`config.mk`:
```
export PLATFORM = sky130hd
export DESIGN_NAME = obq_order
export DESIGN_NICKNAME = d
export VERILOG_FILES = /design/src/rtl/obq_pkg.sv /design/src/rtl/obq_fifo.sv /design/src/rtl/obq_hold.sv /design/src/rtl/obq_order.sv
export SDC_FILE = /design/constraint.sdc
export NUM_CORES = 1
export LEC_CHECK = 0
export BUFFER_PORTS_ARGS = -buffer_cell sky130_fd_sc_hd__buf_4
export CORE_MARGIN = 8
export CORE_UTILIZATION = 39
export DETAILED_ROUTE_END_ITERATION = 10
export GPL_TIMING_DRIVEN = 1
export MAX_ROUTING_LAYER = met4
export SLEW_MARGIN = 20
export SYNTH_ARGS = -nofsm -noshare
export SYNTH_HDL_FRONTEND = slang
export SYNTH_SLANG_ARGS = --single-unit
```
`constraint.sdc`:
```
create_clock -name clk -period 9.87 [get_ports clk]
set_input_delay 0 -clock clk [delete_from_list [all_inputs] [get_ports clk]]
set_output_delay 0 -clock clk [all_outputs]
set_load 0.03 [all_outputs]
```
`src/rtl/obq_pkg.sv`:
```
package obq_pkg;
  typedef enum logic [1:0] {
    KIND_PW  = 2'b00,
    KIND_RD  = 2'b01,
    KIND_DW  = 2'b10,
    KIND_RSV = 2'b11
  } kind_e;
endpackage

```
`src/rtl/obq_fifo.sv`:
```
module obq_fifo #(
  parameter int W     = 8,
  parameter int DEPTH = 8
) (
  input  logic         clk,
  input  logic         rst_n,
  input  logic         push,
  input  logic [W-1:0] din,
  input  logic         pop,
  output logic [W-1:0] head,
  output logic         empty,
  output logic         full
);
  localparam int PW = (DEPTH > 1) ? $clog2(DEPTH) : 1;
  localparam int CNTW = $clog2(DEPTH + 1);

  logic [W-1:0]    mem [DEPTH];
  logic [PW-1:0]   wr_ptr, rd_ptr;
  logic [CNTW-1:0] count;

  function automatic logic [PW-1:0] bump(input logic [PW-1:0] p);
    return (p == PW'(DEPTH - 1)) ? '0 : p + 1'b1;
  endfunction

  assign empty = (count == '0);
  assign full  = (count == CNTW'(DEPTH));
  assign head  = mem[rd_ptr];

  always_ff @(posedge clk) begin
    if (push && !full) mem[wr_ptr] <= din;
  end

  always_ff @(posedge clk) begin
    if (!rst_n) begin
      wr_ptr <= '0;
      rd_ptr <= '0;
      count  <= '0;
    end else begin
      if (push && !full) wr_ptr <= bump(wr_ptr);
      if (pop && !empty) rd_ptr <= bump(rd_ptr);
      case ({push && !full, pop && !empty})
        2'b10:   count <= count + 1'b1;
        2'b01:   count <= count - 1'b1;
        default: count <= count;
      endcase
    end
  end
endmodule

```
`src/rtl/obq_hold.sv`:
```
module obq_hold #(
  parameter int W = 8
) (
  input  logic         clk,
  input  logic         rst_n,
  input  logic         set,
  input  logic [W-1:0] d,
  input  logic         clr,
  output logic         full,
  output logic [W-1:0] q
);
  always_ff @(posedge clk) begin
    if (!rst_n) begin
      full <= 1'b0;
      q    <= '0;
    end else if (set) begin
      full <= 1'b1;
      q    <= d;
    end else if (clr) begin
      full <= 1'b0;
    end
  end
endmodule

```
`src/rtl/obq_order.sv`:
```
module obq_order
  import obq_pkg::*;
#(
  parameter int DEPTH = 8,
  parameter int AW    = 32,
  parameter int DW    = 32
) (
  input  logic          clk,
  input  logic          rst_n,
  input  logic          lcl_valid,
  output logic          lcl_ready,
  input  logic [1:0]    lcl_kind,
  input  logic [AW-1:0] lcl_addr,
  input  logic [DW-1:0] lcl_wdata,
  output logic          pci_valid,
  input  logic          pci_ready,
  output logic [1:0]    pci_kind,
  output logic [AW-1:0] pci_addr,
  output logic [DW-1:0] pci_wdata,
  output logic          pci_from_slot,
  input  logic          pci_done,
  input  logic          pci_retry,
  input  logic [DW-1:0] pci_rdata,
  output logic          rsp_valid,
  input  logic          rsp_ready,
  output logic [DW-1:0] rsp_rdata
);
  localparam int CW = 2 + AW + DW;

  logic [CW-1:0] in_cmd, head_cmd, slot_cmd, out_cmd;
  logic          q_empty, q_full, q_push, q_pop;
  logic          slot_occ, slot_set, slot_clr;
  logic          rsp_set;
  logic          busy, src_slot, cur_rd, hold_slot;
  logic          head_wr, pick_head, pick_slot, sel_slot, issue;
  logic [1:0]    head_kind;

  assign in_cmd    = {lcl_kind, lcl_addr, lcl_wdata};
  assign lcl_ready = !q_full;
  assign q_push    = lcl_valid && !q_full && (lcl_kind != KIND_RSV);

  obq_fifo #(.W(CW), .DEPTH(DEPTH)) u_queue (
    .clk(clk), .rst_n(rst_n), .push(q_push), .din(in_cmd), .pop(q_pop),
    .head(head_cmd), .empty(q_empty), .full(q_full)
  );

  obq_hold #(.W(CW)) u_park (
    .clk(clk), .rst_n(rst_n), .set(slot_set), .d(head_cmd), .clr(slot_clr),
    .full(slot_occ), .q(slot_cmd)
  );

  obq_hold #(.W(DW)) u_rbuf (
    .clk(clk), .rst_n(rst_n), .set(rsp_set), .d(pci_rdata),
    .clr(rsp_valid && rsp_ready), .full(rsp_valid), .q(rsp_rdata)
  );

  // Arbitration: writes at the head may overtake a parked read; reads wait
  // for an empty data register and never overtake the parked read.
  assign head_kind = head_cmd[CW-1 -: 2];
  assign head_wr   = !q_empty && (head_kind != KIND_RD);
  assign pick_head = !q_empty && (head_wr || (!slot_occ && !rsp_valid));
  assign pick_slot = slot_occ && !rsp_valid && !head_wr;
  assign sel_slot  = hold_slot || pick_slot;

  assign pci_valid     = !busy && (hold_slot || pick_head || pick_slot);
  assign out_cmd       = sel_slot ? slot_cmd : head_cmd;
  assign pci_kind      = out_cmd[CW-1 -: 2];
  assign pci_addr      = out_cmd[DW +: AW];
  assign pci_wdata     = out_cmd[DW-1:0];
  assign pci_from_slot = sel_slot;
  assign issue         = pci_valid && pci_ready;

  // Completion handling for the single outstanding transaction.
  assign slot_set = busy && !src_slot && pci_retry && cur_rd && !slot_occ;
  assign slot_clr = busy && src_slot && pci_done;
  assign q_pop    = (busy && !src_slot && pci_done) || slot_set;
  assign rsp_set  = busy && pci_done && cur_rd;

  always_ff @(posedge clk) begin
    if (!rst_n) begin
      busy      <= 1'b0;
      src_slot  <= 1'b0;
      cur_rd    <= 1'b0;
      hold_slot <= 1'b0;
    end else begin
      if (issue) begin
        busy     <= 1'b1;
        src_slot <= sel_slot;
        cur_rd   <= (pci_kind == KIND_RD);
      end else if (busy && (pci_done || pci_retry)) begin
        busy <= 1'b0;
      end
      hold_slot <= pci_valid && !pci_ready && sel_slot;
    end
  end
endmodule

```
---- After elaboration in Yosys (flattened, before gate mapping) ----
Memory sizes are Yosys's and may differ from the RTL's. A register that Yosys moved wholly into a read port is not among the register bits.
Cells that the tools add are included.
operators by class
  add/sub/neg operators ................... 4
  reduce and logical (&&, ||, !) cells .... 43
  mux-type cells .......................... 14
  eq/ne operators ......................... 8
operators with widths
  kind                 count
  $mux 66              1
  $logic_and 1x1->1    24
  $mux 3               4
  $logic_not 1->1      8
  $mux 1               8
  $pmux 4 s2           1
  $reduce_bool 2->1    4
  $add 3x1->3 const B  2
  $eq 3x3->1 const B   2
  $logic_or 1x1->1     6
  $add 4x1->4 const B  1
  $eq 2x1->1 const B   2
  $eq 4x4->1 const B   1
  $logic_not 4->1      1
  $sub 4x1->4 const B  1
  $eq 2x2->1 const B   1
  $ne 2x1->1 const B   1
  $ne 2x2->1 const B   1
word-level totals
  RAM bits ................................ 528
  logic and storage cells ................. 81
  memories kept ........................... 1
  register bits ........................... 114
  output and inout bits ................... 102
  input bits .............................. 105
memory list
  name         depth  width  read ports  clocked after Yosys merged registers in  wr ports  line            RTL
  u_queue.mem  8      66     1           1                                        1         obq_fifo.sv:17  logic [W-1:0] mem [DEPTH];

---- Depth between registers and ports, before layout ----
Gate-level depths: netlist of run 1.
  depth after elaboration ................. 10
  gate-level depth with buffers ........... 12

---- Modules after synthesis ----
From an unflattened synthesis of run 1, not the netlist that was laid out.
unflattened totals
  cells, all modules ...................... 1275
  area total of the unflattened synthesis .. 25450.7 µm²
modules (own cells, without submodules)
  module             cells each  times used  area each (µm²)
  obq_fifo           843         1           20514.7
  obq_hold (u_park)  216         1           2561.2
  obq_hold (u_rbuf)  106         1           1277.5
  obq_order          110         1           1097.3

---- Least setup slack after synthesis of run 1 ----
OpenSTA, ideal clock, no wires.
  path kind ............................... register -> register
  start ................................... reg u_queue.count[1]
  end ..................................... mem u_queue.mem[0][0] (netlist bit), enable pin
  arrival ................................. 7551 ps
  setup time .............................. 656 ps
  path slack .............................. 1663 ps
  clock period less this slack ............ 8207 ps
  buffers on the path ..................... 1
  cell stages (with the launch flop) ...... 6
  path through ............................ dfxtp_1 clkbuf_1 nor3_1 nand2_1 nand3_1 nor4_1
on the way
  longest elaborated chain between the ends .. 7
ends and longest elaborated chain
  item                            line             RTL
  from (decl)                     obq_fifo.sv:19   logic [CNTW-1:0] count;
  from (signal assigned)          obq_fifo.sv:42   2'b10: count <= count + 1'b1;
  from (signal assigned)          obq_fifo.sv:43   2'b01: count <= count - 1'b1;
  from (signal assigned)          obq_fifo.sv:44   default: count <= count;
  $eq 4x4->1 *                    obq_fifo.sv:26   assign full = (count == CNTW'(DEPTH));
  $logic_not 1->1 *               --
  via lcl_ready                   obq_order.sv:11  output logic lcl_ready,
  $logic_and 1x1->1 (2 in a row)  obq_order.sv:40  assign q_push = lcl_valid && !q_full && (lcl_kind != KIND_RSV);
  $logic_and 1x1->1 *             obq_fifo.sv:30   if (push && !full) mem[wr_ptr] <= din;
  $mux 1 *                        obq_fifo.sv:30
  $mux 1 (implied by the code) *  obq_fifo.sv:30
  to (decl)                       obq_fifo.sv:17
Mark *: on every way through the listed nets, which the timed path passes. The rest lies on a longest branch.

==> metrics.txt, run 1 <==
Ys Warns=0; min Tclk post-route=4.27 ns; Worst Skew=0.0226 ns; Non-Filler Instances=2573; ANT nets after route=0; CP cell instances=buf_12 > mux4_2 > mux2_2 > o21ai_2 > a21oi_4 > buf_4 > mux2_2 > buf_4; GRT overflow=0; r2r endpoint=hold_slot$_SDFF_PN0_; CTS sink cnt=645; Nets=1777; first-pass GRT wire length=82.6 mm; Max stage delay on crit path=0.80 ns; row cnt=92; highest-count cells in the layout ignoring fill and taps=528 x edfxtp_1, 226 x buf_4, 132 x mux4_2; gpl congestion=0.754; First-pass DRT Iterations=5; Sum Neg Setup Slack=0 ns; max frequency=234 MHz; sw power=1.25 mW; Cells after DPL=2311; sw frac=0.208; Cells on Worst Hold Path=4; input/output buffers=206; Num CTS Buffers=72; area of the die=72200 µm²; DP HPWL=30.1 mm; Slew Limit Fails=0; DRT Wirelength=54.2 mm; Starting Density=0.395; Clk pwr share=0.439; Final Setup Violations=0; Synth Instances=1309; Hold Crit Class=input pin to register; Die Wd=269 µm; Fin. Hold Viols=0; total power=5.99 mW; crit path capture type=primary output; asr flop ratio synth=0; area grow syn2layout=24.8%; library cells used by synthesis=40; CTS tree=yes; Logic pwr share=0.060; Die Ht=269 µm; Arr. time, crit path=4.27 ns; clk_lat worst skew=0.60 ns; CTS resizes=0; vias in the first global route=13900; PwrDens=193 nW/µm²; drt wl/cell=21.1 µm; Int Power=4.75 mW; CP endpoint=pci_addr[8]; count of state elements after synthesis=645; CTS H-Tree Depth=3; post-synthesis average cell area=19.0 µm²; share of layout cells above drive strength 1=0.357; slew margin rel.=0.276; Core ar.=63100 µm²; Fin Hold WS=0.151 ns; pin count of the biggest net entering global routing=103; Tot GR Track Use=0.154; sequential power share=0.500; Crit-path slowest cell=buf_4; Post-CTS Setup Bufs=0; via count=12900; initial antenna violation count=3; filler cell count=5252; fin crit share=0.432; max-cap violations=0; Max clock buf depth=3; CP required=9.87 ns; Reg clk slew, reported paths=0.06 ns; Worst Reg-to-Reg Cells=7; IO Pins=207; LEAKAGE=10.3 nW; Post-Syn Area=24900 µm²; Seq/Total Area, Yosys=0.731; reg2reg setup slack=6.47 ns; Post-synth EDFFs=528; commonest non-fill, non-tap cell in the layout=edfxtp_1; maximum vdd drop=0.107 mV; worst-path fanout max=102; RSZ-0062 raised after global routing=no; WS Path Type=register to primary output; most common flop cell mapped by yosys=edfxtp_1; CP startpoint kind=register; Residual DRC=0; Vias/cell=5.01; DR iter-0 viols=700; CTS root buffer=clkbuf_16; Mapped Nets=1421; outcome=completed; Worst-Margin Slew=1.09 ns
## layer usage
| metal | GRT usage | share of wire | routed length, µm | up-vias |
|---|---|---|---|---|
| met5 | - | 0 | 0 | - |
| met4 | 0.0444 | 0.016 | 847 | 0 |
| met3 | 0.0279 | 0.045 | 2420 | 68 |
| met2 | 0.256 | 0.49 | 26700 | 270 |
| met1 | 0.195 | 0.45 | 24300 | 6636 |
| li1 | - | - | - | 5908 |
## registers in the layout, indices dropped and copies added (netlist names), named ones only
name            flops
u_queue.rd_ptr      3
u_rbuf.full         1
u_queue.count       4
u_rbuf.q           32
cur_rd              1
u_park.full         1
u_park.q           66
src_slot            1
u_queue.wr_ptr      3
u_queue.mem       528
busy                1
hold_slot           1
## power groups by stage
stage	combinational (mW)	sequential, mW	clock (mW)
floorplan	0.193	3.06	0
global placement	0.325	3.05	0
detailed placement	0.331	3.06	0
CTS	0.370	3.00	2.71
global route	0.391	3.00	2.82
finish	0.361	3.00	2.63
## worst max-delay path: cells and delay by family, from the launching register on
family,cells,cell delay [ns]
DFF,1,0.76
buffers and inverters,3,1.58
AOI/OAI and AO/OA,2,0.24
muxes,3,1.00
## metrics by stage
| stage | utilization | setup WS, ns | instance area, µm² |
|---|---|---|---|
| detailed placement | 0.435 | 5.92 | 27500 |
| CTS | 0.493 | 5.26 | 31100 |
| finish | 0.493 | 5.60 | 31100 |
| floorplan | - | 1.66 | 24900 |
| global placement | 0.435 | 5.99 | 27500 |
| global route | 0.493 | 5.09 | 31100 |
## cell type report
type / instances / area [µm²] / share of cell area
Timing Repair Buffer: 353 / 2980 / 0.0958
Tap cell: 846 / 1060 / 0.0341
Sequential cell: 645 / 18200 / 0.586
Clock buffer: 106 / 2110 / 0.0680
Clock inverter: 26 / 241 / 0.00777
Multi-Input combinational cell: 589 / 6460 / 0.208
Inverter: 4 / 17.5 / 0.000564
Antenna cell: 4 / 10.0 / 0.000322
## synth_stat cells, types with 4 or more instances
cell | number | area, µm²
nand2b_1 | 4 | 25.0
mux4_2 | 132 | 2970
nor2_1 | 79 | 297
or3_1 | 4 | 25.0
nand2_1 | 77 | 289
o21ai_0 | 4 | 20.0
ha_1 | 7 | 87.6
dfxtp_1 | 117 | 2340
clkbuf_1 | 37 | 139
a21oi_1 | 46 | 230
buf_2 | 22 | 110
nand3_1 | 4 | 20.0
mux2i_1 | 70 | 701
nor3_1 | 5 | 25.0
mux2_4 | 6 | 90.1
edfxtp_1 | 528 | 15900
nor2b_1 | 4 | 25.0
buf_1 | 10 | 37.5
mux2_2 | 124 | 1400
## logic make-up after synthesis
family | after synthesis | share of synthesized area
and+or+nand+nor | 187 | 0.0315
AOI/OAI and AO/OA | 59 | 0.0127
buffers and inverters | 75 | 0.0129
adders and majority gates | 7 | 0.00352
xor gates and xnor gates | 3 | 0.00106
muxes | 333 | 0.208
DFF | 645 | 0.731
## worst min-delay path by stage
stage	start	end	slack [ns]
finish	lcl_valid	u_queue.wr_ptr[2]$_SDFFE_PN0P_	0.15
detailed placement	pci_ready	hold_slot$_SDFF_PN0_	0.19
CTS	lcl_valid	u_queue.wr_ptr[2]$_SDFFE_PN0P_	0.11
global placement	pci_ready	hold_slot$_SDFF_PN0_	0.18
global route	pci_ready	hold_slot$_SDFF_PN0_	0.17
floorplan	pci_ready	hold_slot$_SDFF_PN0_	0.08
## repair_timing
item                                    CTS  global route
hold buffers                            126             0
hold endpoints to repair                600             0
endpoints found under the setup margin    0             0
Power figures use the tool's default switching activity.
==> run 2: changes to the inputs <==
==> constraint.sdc (replaced) <==
create_clock -name clk -period 4.05 [get_ports clk]
set_input_delay 0 -clock clk [delete_from_list [all_inputs] [get_ports clk]]
set_output_delay 0 -clock clk [all_outputs]
set_load 0.03 [all_outputs]
==> metrics.txt, run 2 (synthesis results as in run 1) <==
Post-CTS Setup Bufs=0; Nets=1763; Cells on Worst Hold Path=3; input/output buffers=206; sequential power share=0.507; Fin. Hold Viols=0; area grow syn2layout=24.3%; ANT nets after route=0; hold_sp=pci_ready; Starting Density=0.395; r2r endpoint=u_queue.count[3]$_SDFFE_PN0P_; RSZ-0062 raised after global routing=no; Final Setup Violations=0; Vias/cell=5.03; reg2reg start=u_queue.count[0]$_SDFFE_PN0P_; pin count of the biggest net entering global routing=69; CP startpoint kind=register; worst-path fanout max=43; Residual DRC=0; Int Power=11.4 mW; First-pass DRT Iterations=4; GRT overflow=0; Worst-Margin Slew=0.863 ns; first-pass GRT wire length=83.9 mm; reg2reg setup slack=1.18 ns; Tot GR Track Use=0.158; maximum vdd drop=0.332 mV; Slew Limit Fails=0; area of the die=72200 µm²; sw power=3.03 mW; commonest non-fill, non-tap cell in the layout=edfxtp_1; Reg clk slew, reported paths=0.06 ns; drt wl/cell=21.7 µm; max-cap violations=0; share of layout cells above drive strength 1=0.364; CTS tree=yes; outcome=completed; initial antenna violation count=7; Die Ht=269 µm; CTS resizes=0; Arr. time, crit path=3.63 ns; DR iter-0 viols=757; vias in the first global route=13800; slew margin rel.=0.425; PwrDens=466 nW/µm²; min Tclk post-route=3.63 ns; crit path capture type=primary output; max frequency=276 MHz; highest-count cells in the layout ignoring fill and taps=528 x edfxtp_1, 229 x buf_4, 132 x mux4_2; Max clock buf depth=3; clk_lat worst skew=0.60 ns; LEAKAGE=10.2 nW; Hold Crit Class=input pin to register; CTS root buffer=clkbuf_16; Worst Skew=0.0248 ns; CP required=4.05 ns; Hold Buf Count CTS=105; Clk pwr share=0.431; DP HPWL=31.9 mm; Logic pwr share=0.062; Biggest register=u_queue.mem; fin crit share=0.896; row cnt=92; max reg flops=528; DRT Wirelength=55.5 mm; biggest regs=u_queue.mem (528), u_park.q (66), u_rbuf.q (32); Core ar.=63100 µm²; CTS H-Tree Depth=3; CTS sink cnt=645; sw frac=0.210; WS Path Type=register to primary output; Worst Reg-to-Reg Cells=9; Num CTS Buffers=71; via count=12900; DP Area=27600 µm²; IO Pins=207; final instance area=31000 µm²; hold path endpoint=hold_slot$_SDFF_PN0_; Die Wd=269 µm; Util after Layout=0.491; gpl congestion=0.742
[run 2: cell types whose count changed in the layout (fill, tap and decap cells not counted), moves of 2 or more]
cell / before / now
nor3_2: 4 / 0
diode_2: 4 / 7
clkbuf_4: 2 / 0
clkbuf_1: 21 / 23
dlygate4sd3_1: 126 / 105
clkbuf_16: 78 / 75
nor3_4: 0 / 4
buf_12: 1 / 6
buf_4: 226 / 229
bufinv_16: 4 / 1
clkbuf_8: 5 / 13
clkinv_2: 12 / 10
clkinv_1: 5 / 3
[run 2: through the flow]
step | setup slack [ns] | instances | TNS [ns] | total power [mW] | hold WS [ns]
4_1_cts | 0.326 | 2555 | 0 | 14.6 | 0.132
5_1_grt | 0.165 | 2562 | 0 | 14.9 | 0.162
6_report | 0.421 | 2562 | 0 | 14.4 | 0.183
3_3_place_gp | 1.08 | 2319 | 0 | 8.25 | 0.176
2_1_floorplan | -0.391 | 1309 | -135.64 | 7.91 | 0.0787
3_5_place_dp | 0.979 | 2319 | 0 | 8.27 | 0.180
[run 2: layout make-up]
| type | instances | area (µm²) |
|---|---|---|
| clock inverter | 20 | 143 |
| inverter | 4 | 17.5 |
| antenna | 7 | 17.5 |
| clock buffer | 111 | 2140 |
| sequential | 645 | 18200 |
| multi-input combinational | 589 | 6490 |
| tap | 846 | 1060 |
| fill | 5237 | 32100 |
| timing repair buffer | 340 | 2890 |
[run 2: worst max-delay path by stage]
stage                     slack, ns                          start  depth (start not counted)                           to
after CTS                      0.33                       register                          7                 pci_addr[15]
after detailed placement       0.98                       register                          7                 pci_addr[15]
after global routing           0.17                       register                          7                  pci_addr[5]
after floorplan               -0.39  u_queue.count[1]$_SDFFE_PN0P_                          5  u_queue.mem[1][0]$_DFFE_PP_
after global placement         1.08                       register                          7                  pci_addr[5]
final                          0.42                       register                          7                  pci_addr[6]
[run 2: critical path: stages, from the launching register on]
cell     delay, ns
dfxtp_4       0.60
mux4_2        0.56
mux2i_2       0.32
o21ai_2       0.14
a21oi_4       0.16
buf_4         0.60
mux2_2        0.41
buf_4         0.17
[run 2: power by group through the flow]
stage | clock network [mW] | registers (mW) | logic [mW]
floorplan | 0 | 7.44 | 0.472
global placement | 0 | 7.44 | 0.808
detailed placement | 0 | 7.45 | 0.822
CTS | 6.40 | 7.31 | 0.918
global route | 6.64 | 7.31 | 0.964
finish | 6.22 | 7.31 | 0.897
[run 2: metal layers]
layer  track usage  vias to the layer above  part of all wire
met5             -                        -                 0
met4        0.0368                        0             0.018
met3        0.0335                       69             0.049
met2         0.262                      289              0.50
met1         0.198                     6652              0.44
li1              -                     5873                 -
==> run 3: changes to the inputs <==
--- a/config.mk
+++ b/config.mk
@@ -11,7 +11,9 @@
 export DETAILED_ROUTE_END_ITERATION = 10
 export GPL_TIMING_DRIVEN = 1
 export MAX_ROUTING_LAYER = met4
+export SKIP_LAST_GASP = 1
 export SLEW_MARGIN = 20
 export SYNTH_ARGS = -nofsm -noshare
 export SYNTH_HDL_FRONTEND = slang
+export SYNTH_HIERARCHICAL = 1
 export SYNTH_SLANG_ARGS = --single-unit
==> metrics.txt, run 3 <==
first-pass GRT wire length=86.2 mm; Final Setup Violations=0; Post-Syn Area=25500 µm²; CP startpoint kind=register; most common flop cell mapped by yosys=edfxtp_1; Reg area=18200 µm²; CTS tree=yes; met2 WL=27.2 mm; max reg flops=528; Util after Layout=0.489; count of state elements after synthesis=645; Fin Hold WS=0.161 ns; maximum vdd drop=0.300 mV; DRT Wirelength=56.0 mm; Max clock buf depth=3; DP HPWL=30.1 mm; slew margin rel.=0.347; crit path capture type=primary output; Slew Limit Fails=0; Core ar.=64500 µm²; CTS H-Tree Depth=3; Reg clk slew, reported paths=0.06 ns; clk_lat worst skew=0.60 ns; Post-synth EDFFs=528; initial antenna violation count=6; input/output buffers=206; Fin. Hold Viols=0; CP required=4.05 ns; commonest non-fill, non-tap cell in the layout=edfxtp_1; drt wl/cell=21.9 µm; most frequent cell after synthesis=edfxtp_1; reg2reg start=u_queue/count[1]$_SDFFE_PN0P_; pin count of the biggest net entering global routing=123; max-cap violations=0; uppermost routed layer=met4; fin crit share=0.856; worst-path fanout max=30; gpl congestion=0.707; Nets=1749; top-area cell type share of the netlist area=0.623; RSZ-0062 raised after global routing=no; Synth Instances=1275; CTS resizes=0; Ys Warns=6; ANT nets after route=0; Mapped Nets=1387; GRT overflow=0; via count=12900; IO Pins=207; DP Area=27900 µm²; LEAKAGE=10.3 nW; area taken by multi-input logic gates=6820 µm²; CTS sink cnt=645; area of the die=73700 µm²; Residual DRC=0; filler cell count=5302; row cnt=93; asr flop ratio synth=0; highest-count cells in the layout ignoring fill and taps=528 x edfxtp_1, 227 x buf_4, 133 x mux2_2; Die Ht=271 µm; area grow syn2layout=23.9%; Starting Density=0.395; CTS root buffer=clkbuf_16; vias in the first global route=14200; Seq/Total Area, Yosys=0.715; leading area contributor after synthesis=edfxtp_1; Sum Neg Setup Slack=0 ns; outcome=completed; Hold Crit Class=input pin to register; Num CTS Buffers=71; Die Wd=271 µm; DR iter-0 viols=691; WS Path Type=register to primary output; most frequent cells after synthesis=528 x edfxtp_1, 133 x mux2_2, 132 x mux4_2; top cells by area, synth=edfxtp_1 62%, mux4_2 12%, dfxtp_1 9.2%; Arr. time, crit path=3.47 ns; final instance area=31500 µm²; post-synthesis average cell area=20.0 µm²; met3 routed WL=2.41 mm; biggest regs=u_queue/mem (528), u_park/q (66), u_rbuf/q (32); share of layout cells above drive strength 1=0.366; max frequency=288 MHz; Tot GR Track Use=0.156; Worst Skew=0.0158 ns; Met1 Wirelength=25.2 mm; First-pass DRT Iterations=4; Worst-Margin Slew=0.979 ns; library cells used by synthesis=46; PwrDens=461 nW/µm²; Vias/cell=5.04; Biggest register=u_queue/mem; min Tclk post-route=3.47 ns; hold_sp=pci_ready
==> run 3: cell count changes in the layout (fill, tap and decap cells not counted), moves of 6 or more <==
cell           previous run  this run
a21oi_1                  46         4
mux2_4                    6         0
mux2i_1                  70       101
nor2_1                   75         2
clkbuf_8                 13         4
nand2_1                  77        11
dlygate4sd3_1           105       130
nor2b_1                   4       105
mux2_2                  124       133
==> run 3: cell families after synthesis <==
logic type,share of synthesized area
adders and majority gates,0.00344
xor gates and xnor gates,0.00103
buffers and inverters,0.0210
DFF,0.715
muxes,0.215
and+or+nand+nor,0.0372
AOI/OAI and AO/OA,0.00698
==> run 3: per-stage QoR <==
step	power, mW	cells	setup slack (ns)
final	14.5	2556	0.584
after global routing	15.0	2556	0.379
after CTS	14.7	2550	0.502
after detailed placement	8.22	2289	0.930
after global placement	8.20	2289	1.12
after floorplan	7.89	1275	-0.492
==> run 3: repair_timing <==
item | 4_1_cts | 5_1_grt
setup buffers | 0 | 0
hold buffers | 130 | 0
endpoints found under the hold margin | 586 | 0
==> run 3: report_power, final <==
group	internal [mW]	total [mW]	switching, mW
clock	3.77	6.36	2.59
combinational	0.406	0.855	0.449
sequential	7.27	7.31	0.0358
total	11.4	14.5	3.08
==> run 3: path summary, 6_finish.rpt <==
kind,slack [ns],cells after the start,endpoint
hold / removal,0.16,3,hold_slot$_SDFF_PN0_
hold reg to reg,0.50,2,register
setup reg to reg,0.95,12,u_queue/count[2]$_SDFFE_PN0P_
setup / recovery,0.58,7,pci_wdata[23]
==> run 3: layer usage <==
metal  track usage  vias to the layer above
li1              -                     5823
met1         0.199                     6703
met2         0.256                      274
met3        0.0319                       84
met4        0.0405                        0
met5             -                        -
==> run 3: critical path, cell delays in order (launching register included) <==
cell and delay, ns:
dfxtp_4 0.59, mux4_2 0.56, mux2_2 0.31, and2b_1 0.21, o22ai_4 0.16, buf_4 0.41, mux2_2 0.39, buf_4 0.17
==> run 3: cell type report <==
cell class,instances,share of cell area
multi-input combinational,554,0.216
inverter,4,0.000476
clock buffer,94,0.0610
clock inverter,37,0.0125
antenna,6,0.000476
sequential,645,0.578
tap,855,0.0339
timing repair buffer,361,0.0979
